`config.mk`:
```
export PLATFORM = sky130hd
export DESIGN_NAME = a429_rx
export DESIGN_NICKNAME = d
export VERILOG_FILES = /design/src/rtl/a429_rx_pkg.sv /design/src/rtl/a429_rx_src_mux.sv /design/src/rtl/a429_rx_framer.sv /design/src/rtl/a429_rx_hold.sv /design/src/rtl/a429_rx.sv
export SDC_FILE = /design/constraint.sdc
export NUM_CORES = 1
export LEC_CHECK = 0
export BUFFER_PORTS_ARGS = -buffer_cell sky130_fd_sc_hd__buf_2
export CELL_PAD_IN_SITES_DETAIL_PLACEMENT = 1
export CELL_PAD_IN_SITES_GLOBAL_PLACEMENT = 1
export CORE_MARGIN = 3
export CORE_UTILIZATION = 40
export CTS_CLUSTER_SIZE = 8
export DETAILED_ROUTE_END_ITERATION = 16
export PLACE_DENSITY_LB_ADDON = 0.1
export REMOVE_ABC_BUFFERS = 1
export SETUP_SLACK_MARGIN = 0.15
export SLEW_MARGIN = 20
export SYNTH_ARGS = -nofsm -noshare
export SYNTH_HDL_FRONTEND = slang
export SYNTH_SLANG_ARGS = --single-unit
```
`constraint.sdc`:
```
create_clock -name clk -period 2.8 [get_ports clk]
set_input_delay 0.56 -clock clk [delete_from_list [all_inputs] [get_ports clk]]
set_output_delay 0.56 -clock clk [all_outputs]
set_load 0.05 [all_outputs]
```
`src/rtl/a429_rx_pkg.sv`:
```
package a429_rx_pkg;

    typedef enum logic [1:0] {
        ST_SYNC  = 2'd0,
        ST_ARMED = 2'd1,
        ST_PULSE = 2'd2,
        ST_SPACE = 2'd3
    } rx_state_e;

    typedef struct packed {
        logic hi;
        logic lo;
    } line_sample_t;

    function automatic int win_tol(input int nom);
        return (nom / 20 < 1) ? 1 : nom / 20;
    endfunction

    function automatic int win_min(input int nom);
        return nom - win_tol(nom);
    endfunction

    function automatic int win_max(input int nom);
        return nom + win_tol(nom);
    endfunction

endpackage

```
`src/rtl/a429_rx_src_mux.sv`:
```
module a429_rx_src_mux
    import a429_rx_pkg::*;
(
    input  logic         line_hi,
    input  logic         line_lo,
    input  logic         loop_hi,
    input  logic         loop_lo,
    input  logic         cfg_selftest,
    output line_sample_t samp
);
    always_comb begin
        if (cfg_selftest) begin
            samp.hi = loop_hi;
            samp.lo = loop_lo;
        end else begin
            samp.hi = line_hi;
            samp.lo = line_lo;
        end
    end
endmodule

```
`src/rtl/a429_rx_framer.sv`:
```
module a429_rx_framer
    import a429_rx_pkg::*;
#(
    parameter int WORD_W    = 32,
    parameter int PULSE_NOM = 5,
    parameter int SLOW_MUL  = 8,
    parameter int GAP_BITS  = 4
) (
    input  logic              clk,
    input  logic              rst,
    input  line_sample_t      samp,
    input  logic              cfg_slow,
    output logic              word_done,
    output logic [WORD_W-1:0] word_val
);
    localparam int NOM_F = PULSE_NOM;
    localparam int NOM_S = PULSE_NOM * SLOW_MUL;
    localparam int GAP_F = GAP_BITS * 2 * NOM_F;
    localparam int GAP_S = GAP_BITS * 2 * NOM_S;
    localparam int CNT_W = $clog2(GAP_S + 1);
    localparam int BIT_W = $clog2(WORD_W);

    rx_state_e         state_q, state_d;
    logic [CNT_W-1:0]  cnt_q, cnt_d;
    logic [BIT_W-1:0]  nbit_q, nbit_d;
    logic              lvl_q, lvl_d;
    logic [WORD_W-1:0] sh_q, sh_d;
    logic [CNT_W-1:0]  lim_min, lim_max, lim_gap;
    logic              is_null, is_bad;

    assign lim_min = cfg_slow ? CNT_W'(win_min(NOM_S)) : CNT_W'(win_min(NOM_F));
    assign lim_max = cfg_slow ? CNT_W'(win_max(NOM_S)) : CNT_W'(win_max(NOM_F));
    assign lim_gap = cfg_slow ? CNT_W'(GAP_S) : CNT_W'(GAP_F);
    assign is_null = !samp.hi && !samp.lo;
    assign is_bad  = samp.hi && samp.lo;

    always_comb begin
        state_d   = state_q;
        cnt_d     = cnt_q;
        nbit_d    = nbit_q;
        lvl_d     = lvl_q;
        sh_d      = sh_q;
        word_done = 1'b0;
        word_val  = {lvl_q, sh_q[WORD_W-1:1]};
        if (is_bad) begin
            state_d = ST_SYNC;
            cnt_d   = '0;
        end else begin
            unique case (state_q)
                ST_SYNC: begin
                    if (is_null) begin
                        if (cnt_q + 1'b1 >= lim_gap) state_d = ST_ARMED;
                        else cnt_d = cnt_q + 1'b1;
                    end else begin
                        cnt_d = '0;
                    end
                end
                ST_ARMED: begin
                    if (!is_null) begin
                        state_d = ST_PULSE;
                        cnt_d   = CNT_W'(1);
                        lvl_d   = samp.hi;
                        nbit_d  = '0;
                    end
                end
                ST_PULSE: begin
                    if (is_null) begin
                        if (cnt_q < lim_min) begin
                            state_d = ST_SYNC;
                            cnt_d   = '0;
                        end else begin
                            sh_d = {lvl_q, sh_q[WORD_W-1:1]};
                            if (nbit_q == BIT_W'(WORD_W - 1)) begin
                                word_done = 1'b1;
                                state_d   = ST_SYNC;
                                cnt_d     = CNT_W'(1);
                            end else begin
                                state_d = ST_SPACE;
                                cnt_d   = CNT_W'(1);
                                nbit_d  = nbit_q + 1'b1;
                            end
                        end
                    end else if (samp.hi != lvl_q || cnt_q == lim_max) begin
                        state_d = ST_SYNC;
                        cnt_d   = '0;
                    end else begin
                        cnt_d = cnt_q + 1'b1;
                    end
                end
                ST_SPACE: begin
                    if (is_null) begin
                        if (cnt_q == lim_max) begin
                            state_d = ST_SYNC;
                            cnt_d   = '0;
                        end else begin
                            cnt_d = cnt_q + 1'b1;
                        end
                    end else if (cnt_q < lim_min) begin
                        state_d = ST_SYNC;
                        cnt_d   = '0;
                    end else begin
                        state_d = ST_PULSE;
                        cnt_d   = CNT_W'(1);
                        lvl_d   = samp.hi;
                    end
                end
                default: begin
                    state_d = ST_SYNC;
                    cnt_d   = '0;
                end
            endcase
        end
    end

    always_ff @(posedge clk) begin
        if (rst) begin
            state_q <= ST_SYNC;
            cnt_q   <= '0;
            nbit_q  <= '0;
            lvl_q   <= 1'b0;
            sh_q    <= '0;
        end else begin
            state_q <= state_d;
            cnt_q   <= cnt_d;
            nbit_q  <= nbit_d;
            lvl_q   <= lvl_d;
            sh_q    <= sh_d;
        end
    end
endmodule

```
`src/rtl/a429_rx_hold.sv`:
```
module a429_rx_hold #(
    parameter int WORD_W = 32
) (
    input  logic              clk,
    input  logic              rst,
    input  logic              word_done,
    input  logic [WORD_W-1:0] word_val,
    input  logic              rd_en,
    input  logic              sel_half,
    output logic [WORD_W-1:0] hold_q,
    output logic              ready_n,
    output logic [WORD_W/2-1:0] data_bus
);
    localparam int HALF_W = WORD_W / 2;

    always_ff @(posedge clk) begin
        if (rst) begin
            hold_q  <= '0;
            ready_n <= 1'b1;
        end else if (word_done) begin
            hold_q  <= word_val;
            ready_n <= 1'b0;
        end else if (rd_en && sel_half) begin
            ready_n <= 1'b1;
        end
    end

    assign data_bus = sel_half ? hold_q[WORD_W-1:HALF_W] : hold_q[HALF_W-1:0];
endmodule

```
`src/rtl/a429_rx.sv`:
```
module a429_rx
    import a429_rx_pkg::*;
#(
    parameter int WORD_W    = 32,
    parameter int PULSE_NOM = 5,
    parameter int SLOW_MUL  = 8,
    parameter int GAP_BITS  = 4
) (
    input  logic              clk,
    input  logic              rst,
    input  logic              line_hi,
    input  logic              line_lo,
    input  logic              loop_hi,
    input  logic              loop_lo,
    input  logic              cfg_selftest,
    input  logic              cfg_slow,
    input  logic              sel_half,
    input  logic              rd_en,
    output logic [WORD_W/2-1:0] data_bus,
    output logic              ready_n
);
    line_sample_t      samp;
    logic              word_done;
    logic [WORD_W-1:0] word_val;
    logic [WORD_W-1:0] hold_q;

    a429_rx_src_mux u_src (
        .line_hi(line_hi), .line_lo(line_lo),
        .loop_hi(loop_hi), .loop_lo(loop_lo),
        .cfg_selftest(cfg_selftest), .samp(samp)
    );

    a429_rx_framer #(
        .WORD_W(WORD_W), .PULSE_NOM(PULSE_NOM),
        .SLOW_MUL(SLOW_MUL), .GAP_BITS(GAP_BITS)
    ) u_framer (
        .clk(clk), .rst(rst), .samp(samp), .cfg_slow(cfg_slow),
        .word_done(word_done), .word_val(word_val)
    );

    a429_rx_hold #(.WORD_W(WORD_W)) u_hold (
        .clk(clk), .rst(rst), .word_done(word_done), .word_val(word_val),
        .rd_en(rd_en), .sel_half(sel_half), .hold_q(hold_q),
        .ready_n(ready_n), .data_bus(data_bus)
    );
endmodule

```
# ---- Word level (Yosys, flattened, before mapping)
# Cells that the tools add are included.
dict set report totals {
  in_bits 10
  wordCells 87
  register_bits 82
}
dict set report op_classes {
  reduce_logical 16
  magnitude_cmp 2
  bitwise_logic 2
  n_addsub 2
  n_eq_ne 17
  mux 41
}
# op count
set ops {}
lappend ops {{$mux 9} 8}
lappend ops {{$pmux 9 s4} 1}
lappend ops {{$mux 2} 11}
lappend ops {{$mux 5} 4}
lappend ops {{$mux 16} 1}
lappend ops {{$mux 6} 2}
lappend ops {{$mux 1} 11}
lappend ops {{$ne 2x2->1 const B} 5}
lappend ops {{$pmux 5 s2} 1}
lappend ops {{$reduce_and 5->1} 2}
lappend ops {{$add 9x1->9 const B} 1}
lappend ops {{$eq 9x9->1} 1}
lappend ops {{$ge 9x9->1} 1}
lappend ops {{$lt 9x9->1} 1}
lappend ops {{$pmux 2 s4} 1}
lappend ops {{$ne 2x1->1 const B} 3}
lappend ops {{$ne 3x3->1 const B} 2}
lappend ops {{$reduce_and 6->1} 1}
lappend ops {{$reduce_bool 2->1} 3}
lappend ops {{$add 5x1->5 const B} 1}
lappend ops {{$eq 5x5->1 const B} 1}
lappend ops {{$eq 2x2->1 const B} 2}
lappend ops {{$reduce_and 4->1} 1}
lappend ops {{$logic_and 1x1->1} 3}
lappend ops {{10 further kinds} 12}

# ---- Depth between registers and ports, before layout
# Gate-level depths: netlist (run 1).
dict set report logic_depth {
  word_depth 7
  mapped_depth 13
  mapped_depth_nobuf 12
}

# ---- Cells and area by module
# From an unflattened synthesis (run 1), not the netlist that was laid out.
dict set report hier_totals {
  cells_unflattened 432
  hier_area_um2 3900.0
}
# mod area_per_inst_um2 n_inst seq_area_each_um2 cells_per_inst
set by_module_without_submodules {}
lappend by_module_without_submodules {a429_rx_framer 2443.6 1 960.9 305}
lappend by_module_without_submodules {a429_rx_hold 1433.9 1 660.6 125}
lappend by_module_without_submodules {a429_rx_src_mux 22.5 1 0.0 2}

# ---- Worst setup path after synthesis (run 1)
# No wires, ideal clock.
dict set report synth_path {
  kind {reg-to-reg}
  start {register u_framer.cnt_q[0]}
  end {register u_framer.cnt_q[4]}
  t_arrival_ns 2.531
  t_required_ns 2.683
  path_stages_with_launch 12
  setup_slack_ns 0.152
  synth_period_minus_slack_ns 2.648
  path_cell_list {dfxtp_1 -> ha_1 -> and3_1 -> and3_1 -> and3_1 -> xor2_1 -> ha_1 -> or2_2 -> o31ai_1 -> buf_4 -> o21ai_1 -> a32o_1}
}
dict set report synth_between {
  elab_chain_len 5
  word_cells_on_any_way 13
  classes_between {1 x add/sub; 1 x order compare; 2 x eq/ne; 7 x mux; 2 x reduce/logical}
}
# item line_no
set synth_rtl {}
lappend synth_rtl {{start: declaration} a429_rx_framer.sv:24} ;# logic [CNT_W-1:0] cnt_q, cnt_d;
lappend synth_rtl {{start signal: assignment} a429_rx_framer.sv:124} ;# cnt_q <= cnt_d;
lappend synth_rtl {{parallel branches: the longest is 5 deep, another holds $add 9x1->9} --}
# Parallel ways; which one is timed is not known. The select of a mux whose other input is x is not followed.
# A chain may end at the register's enable or synchronous reset.

# ---- Final worst setup path (run 1)
dict set report layout_path {
  start {register u_framer.cnt_q[1]}
  end {register u_framer.cnt_q[8]}
}
# Same word-level chain as after synthesis.

==> results of run 1 <==
==> worst max-delay path: cells and delay by family (launching register included) <==
kind / cells / cell delay (ns)
compound gates: 2 / 0.18
xor+xnor: 1 / 0.21
fa+ha+maj: 2 / 0.37
buf+inv: 2 / 0.26
flops: 1 / 0.36
simple gates: 7 / 1.07
==> metrics by stage <==
step	utilization [%]	worst slack (ns)
detailed placement	45.34	0.003418
floorplan	-	-0.6305
global route	49.82	0.04558
CTS	48.97	0.1453
finish	49.82	0.2079
global placement	45.34	0.08454
==> final timing paths <==
kind	startpoint	endpoint	cells past startpoint	slack (ns)
hold reg to reg	u_framer.sh_q[1]	u_framer.sh_q[1]	2	0.46
setup reg to reg	u_framer.cnt_q[1]	u_framer.cnt_q[8]	14	0.21
setup / recovery	u_framer.cnt_q[1]	u_framer.cnt_q[8]	14	0.21
hold / removal	rst	u_framer.lvl_q	2	0.43
==> layer usage <==
metal | global-route usage, % | vias up | wire [µm]
met5 | 0 | - | 0
met3 | 3.756 | 8 | 172
met1 | 22.76 | 1502 | 4337
li1 | - | 1546 | -
met2 | 29.90 | 28 | 4425
met4 | 5.976 | 0 | 82
==> layout make-up <==
type | instances | area, µm²
clock inverter | 6 | 113.9
multi-input combinational | 313 | 2140
clock buffer | 10 | 137.6
timing repair buffer | 42 | 279.0
sequential | 81 | 1625
inverter | 5 | 18.77
tap | 126 | 157.7
fill | 1053 | 4504
==> layout by cell type (no fill, tap or decap), drive strengths merged, types with 3 or more instances in the layout <==
master and instances:
a211oi 3, a21oi 41, a32o 6, and3 7, buf 42, bufinv 3
clkbuf 10, dfxtp 81, ha 9, inv 6, mux2 16, mux2i 35
nand2 70, nand2b 3, nand3 4, nand3b 4, nand4 4, nor2 45
nor3 7, nor3b 3, o21ai 18, or3 5, xor2 3
==> cells by family (layout without fill, tap and decap cells) <==
logic type               after synthesis  in the layout  synth area share [%]
AO/OA/AOI/OAI                         87             87                 15.43
XOR/XNOR                               5              5                 1.156
adder cells (fa/ha/maj)                9              9                 2.973
buffers and inverters                 32             63                 4.096
flip-flops                            81             81                 42.81
multiplexers                          51             51                 14.01
AND/OR/NAND/NOR                      161            161                 19.52
==> timing repair <==
action | in CTS | in global routing
pin swaps | 2 | 9
setup endpoints to repair | 8 | 11
hold buffers | 0 | 0
gates resized for setup | 11 | 18
hold endpoints to repair | 0 | 0
setup buffers | 2 | 1
==> state kept, by name, summed over array words and instances, names as in the netlist <==
| register | cells |
|---|---|
| u_framer.cnt_q | 9 |
| u_framer.lvl_q | 1 |
| u_framer.nbit_q | 5 |
| u_framer.sh_q | 31 |
| u_framer.state_q | 2 |
| u_hold.hold_q | 32 |
| u_hold.ready_n | 1 |
==> power by group <==
| part | switching, mW | internal [mW] |
|---|---|---|
| Sequential | 0.00149 | 1.15 |
| Clock | 0.427 | 0.620 |
| Combinational | 0.0715 | 0.0374 |
==> metrics, run 1 <==
outcome completed; max_slew headroom a little over half; Synth Flop Type dfxtp_1; most frequent CP cell and3_4; die area 0.01067 mm²; number of vias per cell ~5.3; row cnt 34; Largest stage delay, worst path between 0.3 and 0.4 ns; layout cell share with drive strength beyond 1 about 23%; Fin Hold WS roughly 0.43 ns; Max-Cap Viols 0; placed inst area roughly 0.0041 mm²; first-pass GRT wire length approximately 15 mm; routability congestion estimate from global placement slightly above 0.8; htree depth 3; final setup violating endpoints 0; Leakage 1.600 nW; antenna violations before repair 0; Vert. Die Dim 103.3 µm; DR iter-0 viols between 60 and 70; Worst Path Required slightly above 3 ns; Power Total 2.309 mW; peak supply drop 344.9 µV; Final period util a little over 90%; crit path max fanout 6; Seq cells post-synth between 80 and 90; Nets between 400 and 500; CTS Buf Count 9; wire length per cell 15.47 µm; Worst-Skew Late Latency 0.34 ns; dpl cells about 560; largest net degree at the start of global routing a little under 70; Final Non-Filler Cells between 500 and 600; Post-Syn Area per Cell ~8.9 µm²; Mapped Area about 0.0038 mm²; Synth async-reset ratio 0%; Total Routing Usage GR roughly 18%; hold crit path type in2reg; Worst Clk Skew ~0.008 ns; CP Data Arrival Time about 2.8 ns; max-slew violations 0; setup_tns 0 ns; most numerous cell in the Yosys netlist dfxtp_1; Area growth, synth to finish 18.07%; Initial Util a little over two fifths; pin slew with the least headroom to its limit around 0.7 ns; DRT antenna net count 0; I/O Pins 27; Ys Warns 0; CP max-delay cell dfxtp_2; vias in the first global route approximately 3,100; cell taking the most area after synthesis dfxtp_1; CTS Buffer Depth 2; CP startpoint kind flip-flop; Synth top cells by count dfxtp_1, nand2_1, nor2_1; Crit. End Element flip-flop; Syn Inst Count between 400 and 500; drt pass-1 iters 4; clk root buf clkbuf_8; crit-path cells ha_4, and3_4, and3_1, and3_4, xor2_2, ha_2, or2_4, nor2_4, nor3_4, o31ai_4, buf_6, buf_4, nand3b_1, a21oi_2; WS Path Type reg2reg; RSZ-0062 raised after global routing yes; # clock sinks around 80; top post-synthesis cells by area dfxtp_1, mux2i_1, nand2_1, a21oi_1, mux2_2; Post-synth EDFFs 0; die width 103.3 µm; sequential element share of the synthesized area between 40% and 50%; Vias between 3,000 and 4,000; Synth cell types between 50 and 60; DP HPWL 5.711 mm; final hold vios 0; pwr dens slightly above 500 mW/mm²; Core Footprint around 0.009 mm²; maximum operating frequency around 390 MHz; post-route cell area 0.004472 mm²; CTS tree yes; DRC 0; top cell type's share of synthesized area between 40% and 50%; Remaining Overflow, GRT 0; min cycle time layout 2.592 ns; Routed WL ~9.0 mm; n_diodes 0; CTS clk-pin slew, worst paths approximately 0.080 ns; PortBufs 26
Power figures use the tool's default switching activity.
==> run 2, diff against run 1 <==
==> constraint.sdc (replaced) <==
create_clock -name clk -period 2.8 [get_ports clk]
set_input_delay 0.14 -clock clk [delete_from_list [all_inputs] [get_ports clk]]
set_output_delay 0.14 -clock clk [all_outputs]
set_load 0.05 [all_outputs]
==> metrics, run 2 (same netlist as run 1, synthesis figures left out) <==
pwr dens 506.6 mW/mm² (was 516.3 mW/mm²); DP HPWL 5.805 mm (was 5.711 mm); Remaining Overflow, GRT 0 (unchanged); maximum operating frequency 380.6 MHz (was 385.8 MHz); Crit. End Element flip-flop (unchanged); drt pass-1 iters 4 (unchanged); Worst-Skew Late Latency 0.34 ns (about the same); Core Footprint 0.008976 mm² (unchanged); crit path max fanout 6 (unchanged); placed inst area 0.004030 mm² (was 0.004070 mm²); fin util 49.30% (was 49.82%); PortBufs 26 (unchanged); first-pass GRT wire length 14.23 mm (was 14.93 mm); hold crit path type in2reg (unchanged); die width 103.3 µm (unchanged); CP top delay family simple AND/OR/NAND/NOR gates (unchanged); dpl cells 562 (was 564); Fin Hold WS 0.05865 ns (was 0.4308 ns); largest net degree at the start of global routing 69 (unchanged); outcome completed (unchanged); die area 0.01067 mm² (unchanged); WS Path Type reg2reg (unchanged); Final Non-Filler Cells 585 (was 583); RSZ-0062 raised after global routing yes (unchanged); Final period util 93.85% (was 92.58%); Worst Path Required 3.03 ns (was 3.02 ns); final hold vios 0 (unchanged); peak supply drop 372.4 µV (was 344.9 µV); routability congestion estimate from global placement 0.8999 (was 0.8260); most frequent CP cell and3_4 (unchanged); pin slew with the least headroom to its limit 0.7623 ns (was 0.7058 ns); crit-path cells ha_4, and3_4, and3_4, and3_4, xor2_2, ha_2, or2_4, nor2_4, nor3_2, buf_4, o31ai_4, buf_6, o21ai_1, a32o_1 (was ha_4, and3_4, and3_1, and3_4, xor2_2, ha_2, or2_4, nor2_4, nor3_4, o31ai_4, buf_6, buf_4, nand3b_1, a21oi_2); layout cell share with drive strength beyond 1 22.22% (was 22.76%); htree depth 3 (unchanged); most frequent cells in the layout dfxtp_1, nand2_1, nor2_1, a21oi_1, mux2i_1 (unchanged); Nets 473 (was 471); Vert. Die Dim 103.3 µm (unchanged); DRT antenna net count 0 (unchanged); wire length per cell 15.17 µm (was 15.47 µm); most common cell after layout, fill and taps aside dfxtp_1 (unchanged); max-slew violations 0 (unchanged); min cycle time layout 2.628 ns (was 2.592 ns); row cnt 34 (unchanged); setup_tns 0 ns (unchanged); Routed WL 8.876 mm (was 9.017 mm); WP buf/inv 2 (unchanged); DRC 0 (unchanged); CTS Buf Count 9 (unchanged); DR iter-0 viols 80 (was 68); # clock sinks 81 (unchanged); Leakage 1.592 nW (was 1.600 nW); fillcell total 1,067 (was 1,053); most flop-heavy register u_hold.hold_q (unchanged); post-route cell area 0.004425 mm² (was 0.004472 mm²); Total Routing Usage GR 16.88% (was 17.80%); number of vias per cell 5.239 (was 5.290); Largest stage delay, worst path 0.34 ns (was 0.36 ns); CTS Buffer Depth 2 (unchanged); CP Data Arrival Time 2.86 ns (was 2.81 ns); clk root buf clkbuf_8 (unchanged); antenna violations before repair 0 (unchanged); CTS clk-pin slew, worst paths 0.08 ns (about the same); Worst Clk Skew 0.007494 ns (was 0.007781 ns); Setup WS pre-CTS -0.03166 ns (was 0.003418 ns); I/O Pins 27 (unchanged); final worst setup slack 0.1723 ns (was 0.2079 ns); Initial Util 42.19% (unchanged); Largest register FFs 32 (unchanged); max_slew headroom 48.99% (was 52.77%); final setup violating endpoints 0 (unchanged); Area growth, synth to finish 16.85% (was 18.07%); CP startpoint kind flip-flop (unchanged); Largest regs u_hold.hold_q x32, u_framer.sh_q x31, u_framer.cnt_q x9 (unchanged); CP max-delay cell dfxtp_2 (unchanged); vias in the first global route 2,924 (was 3,109); Vias 3,065 (was 3,084); Max-Cap Viols 0 (unchanged); Power Total 2.242 mW (was 2.309 mW); n_diodes 0 (unchanged); CTS tree yes (unchanged)
==> run 2: cell types whose count changed in the layout (fill, tap and decap cells not counted), sizes merged <==
cell	delta
buf	+1
bufinv	-1
clkbuf	+1
clkinvlp	-1
dlygate4sd3	+1
inv	+1
==> run 2: final cells by class <==
type,instances,area (µm²),share of cell area (%)
Clock buffer,11,151.4,3.421
Clock inverter,5,85.08,1.923
Inverter,5,18.77,0.4241
Multi-Input combinational cell,313,2117,47.84
Sequential cell,81,1624,36.70
Tap cell,126,157.7,3.562
Timing Repair Buffer,44,271.5,6.135
==> run 2: path summary, 6_finish.rpt <==
kind,startpoint,endpoint,slack [ns],depth (start not counted)
worst max register to register,u_framer.cnt_q[1],u_framer.cnt_q[6],0.17,14
worst min register to register,u_framer.sh_q[1],u_framer.sh_q[1],0.47,2
worst min-delay path,rd_en,u_hold.ready_n,0.06,3
worst max-delay path,u_framer.cnt_q[1],u_framer.cnt_q[6],0.17,14
==> run 2: metal layers <==
metal | routed length (µm) | GRT usage (%) | vias up
li1 | - | - | 1547
met1 | 4383 | 22.57 | 1479
met2 | 4208 | 27.92 | 33
met3 | 218 | 3.823 | 6
met4 | 66 | 3.785 | 0
met5 | 0 | 0 | -
==> run 2: power by group <==
part | switching (mW) | total [mW] | leakage [nW] | internal [mW]
clock | 0.423 | 0.981 | 0.117 | 0.558
combinational | 0.0707 | 0.108 | 0.823 | 0.0369
sequential | 0.00162 | 1.15 | 0.653 | 1.15
total | 0.495 | 2.24 | 1.59 | 1.75
==> run 2: worst min-delay path: cells and delay by family <==
kind	cells	cell delay, ns
buffers and inverters	1	0.07
AO/OA/AOI/OAI	2	0.15
==> run 2: timing repair <==
item | 4_1_cts | 5_1_grt
hold buffers | 1 | 0
pin swaps | 2 | 15
gates resized for setup | 11 | 13
gates cloned | 1 | 0
buffers inserted | 3 | 2
setup endpoints to repair | 9 | 10
endpoints found under the hold margin | 1 | 0
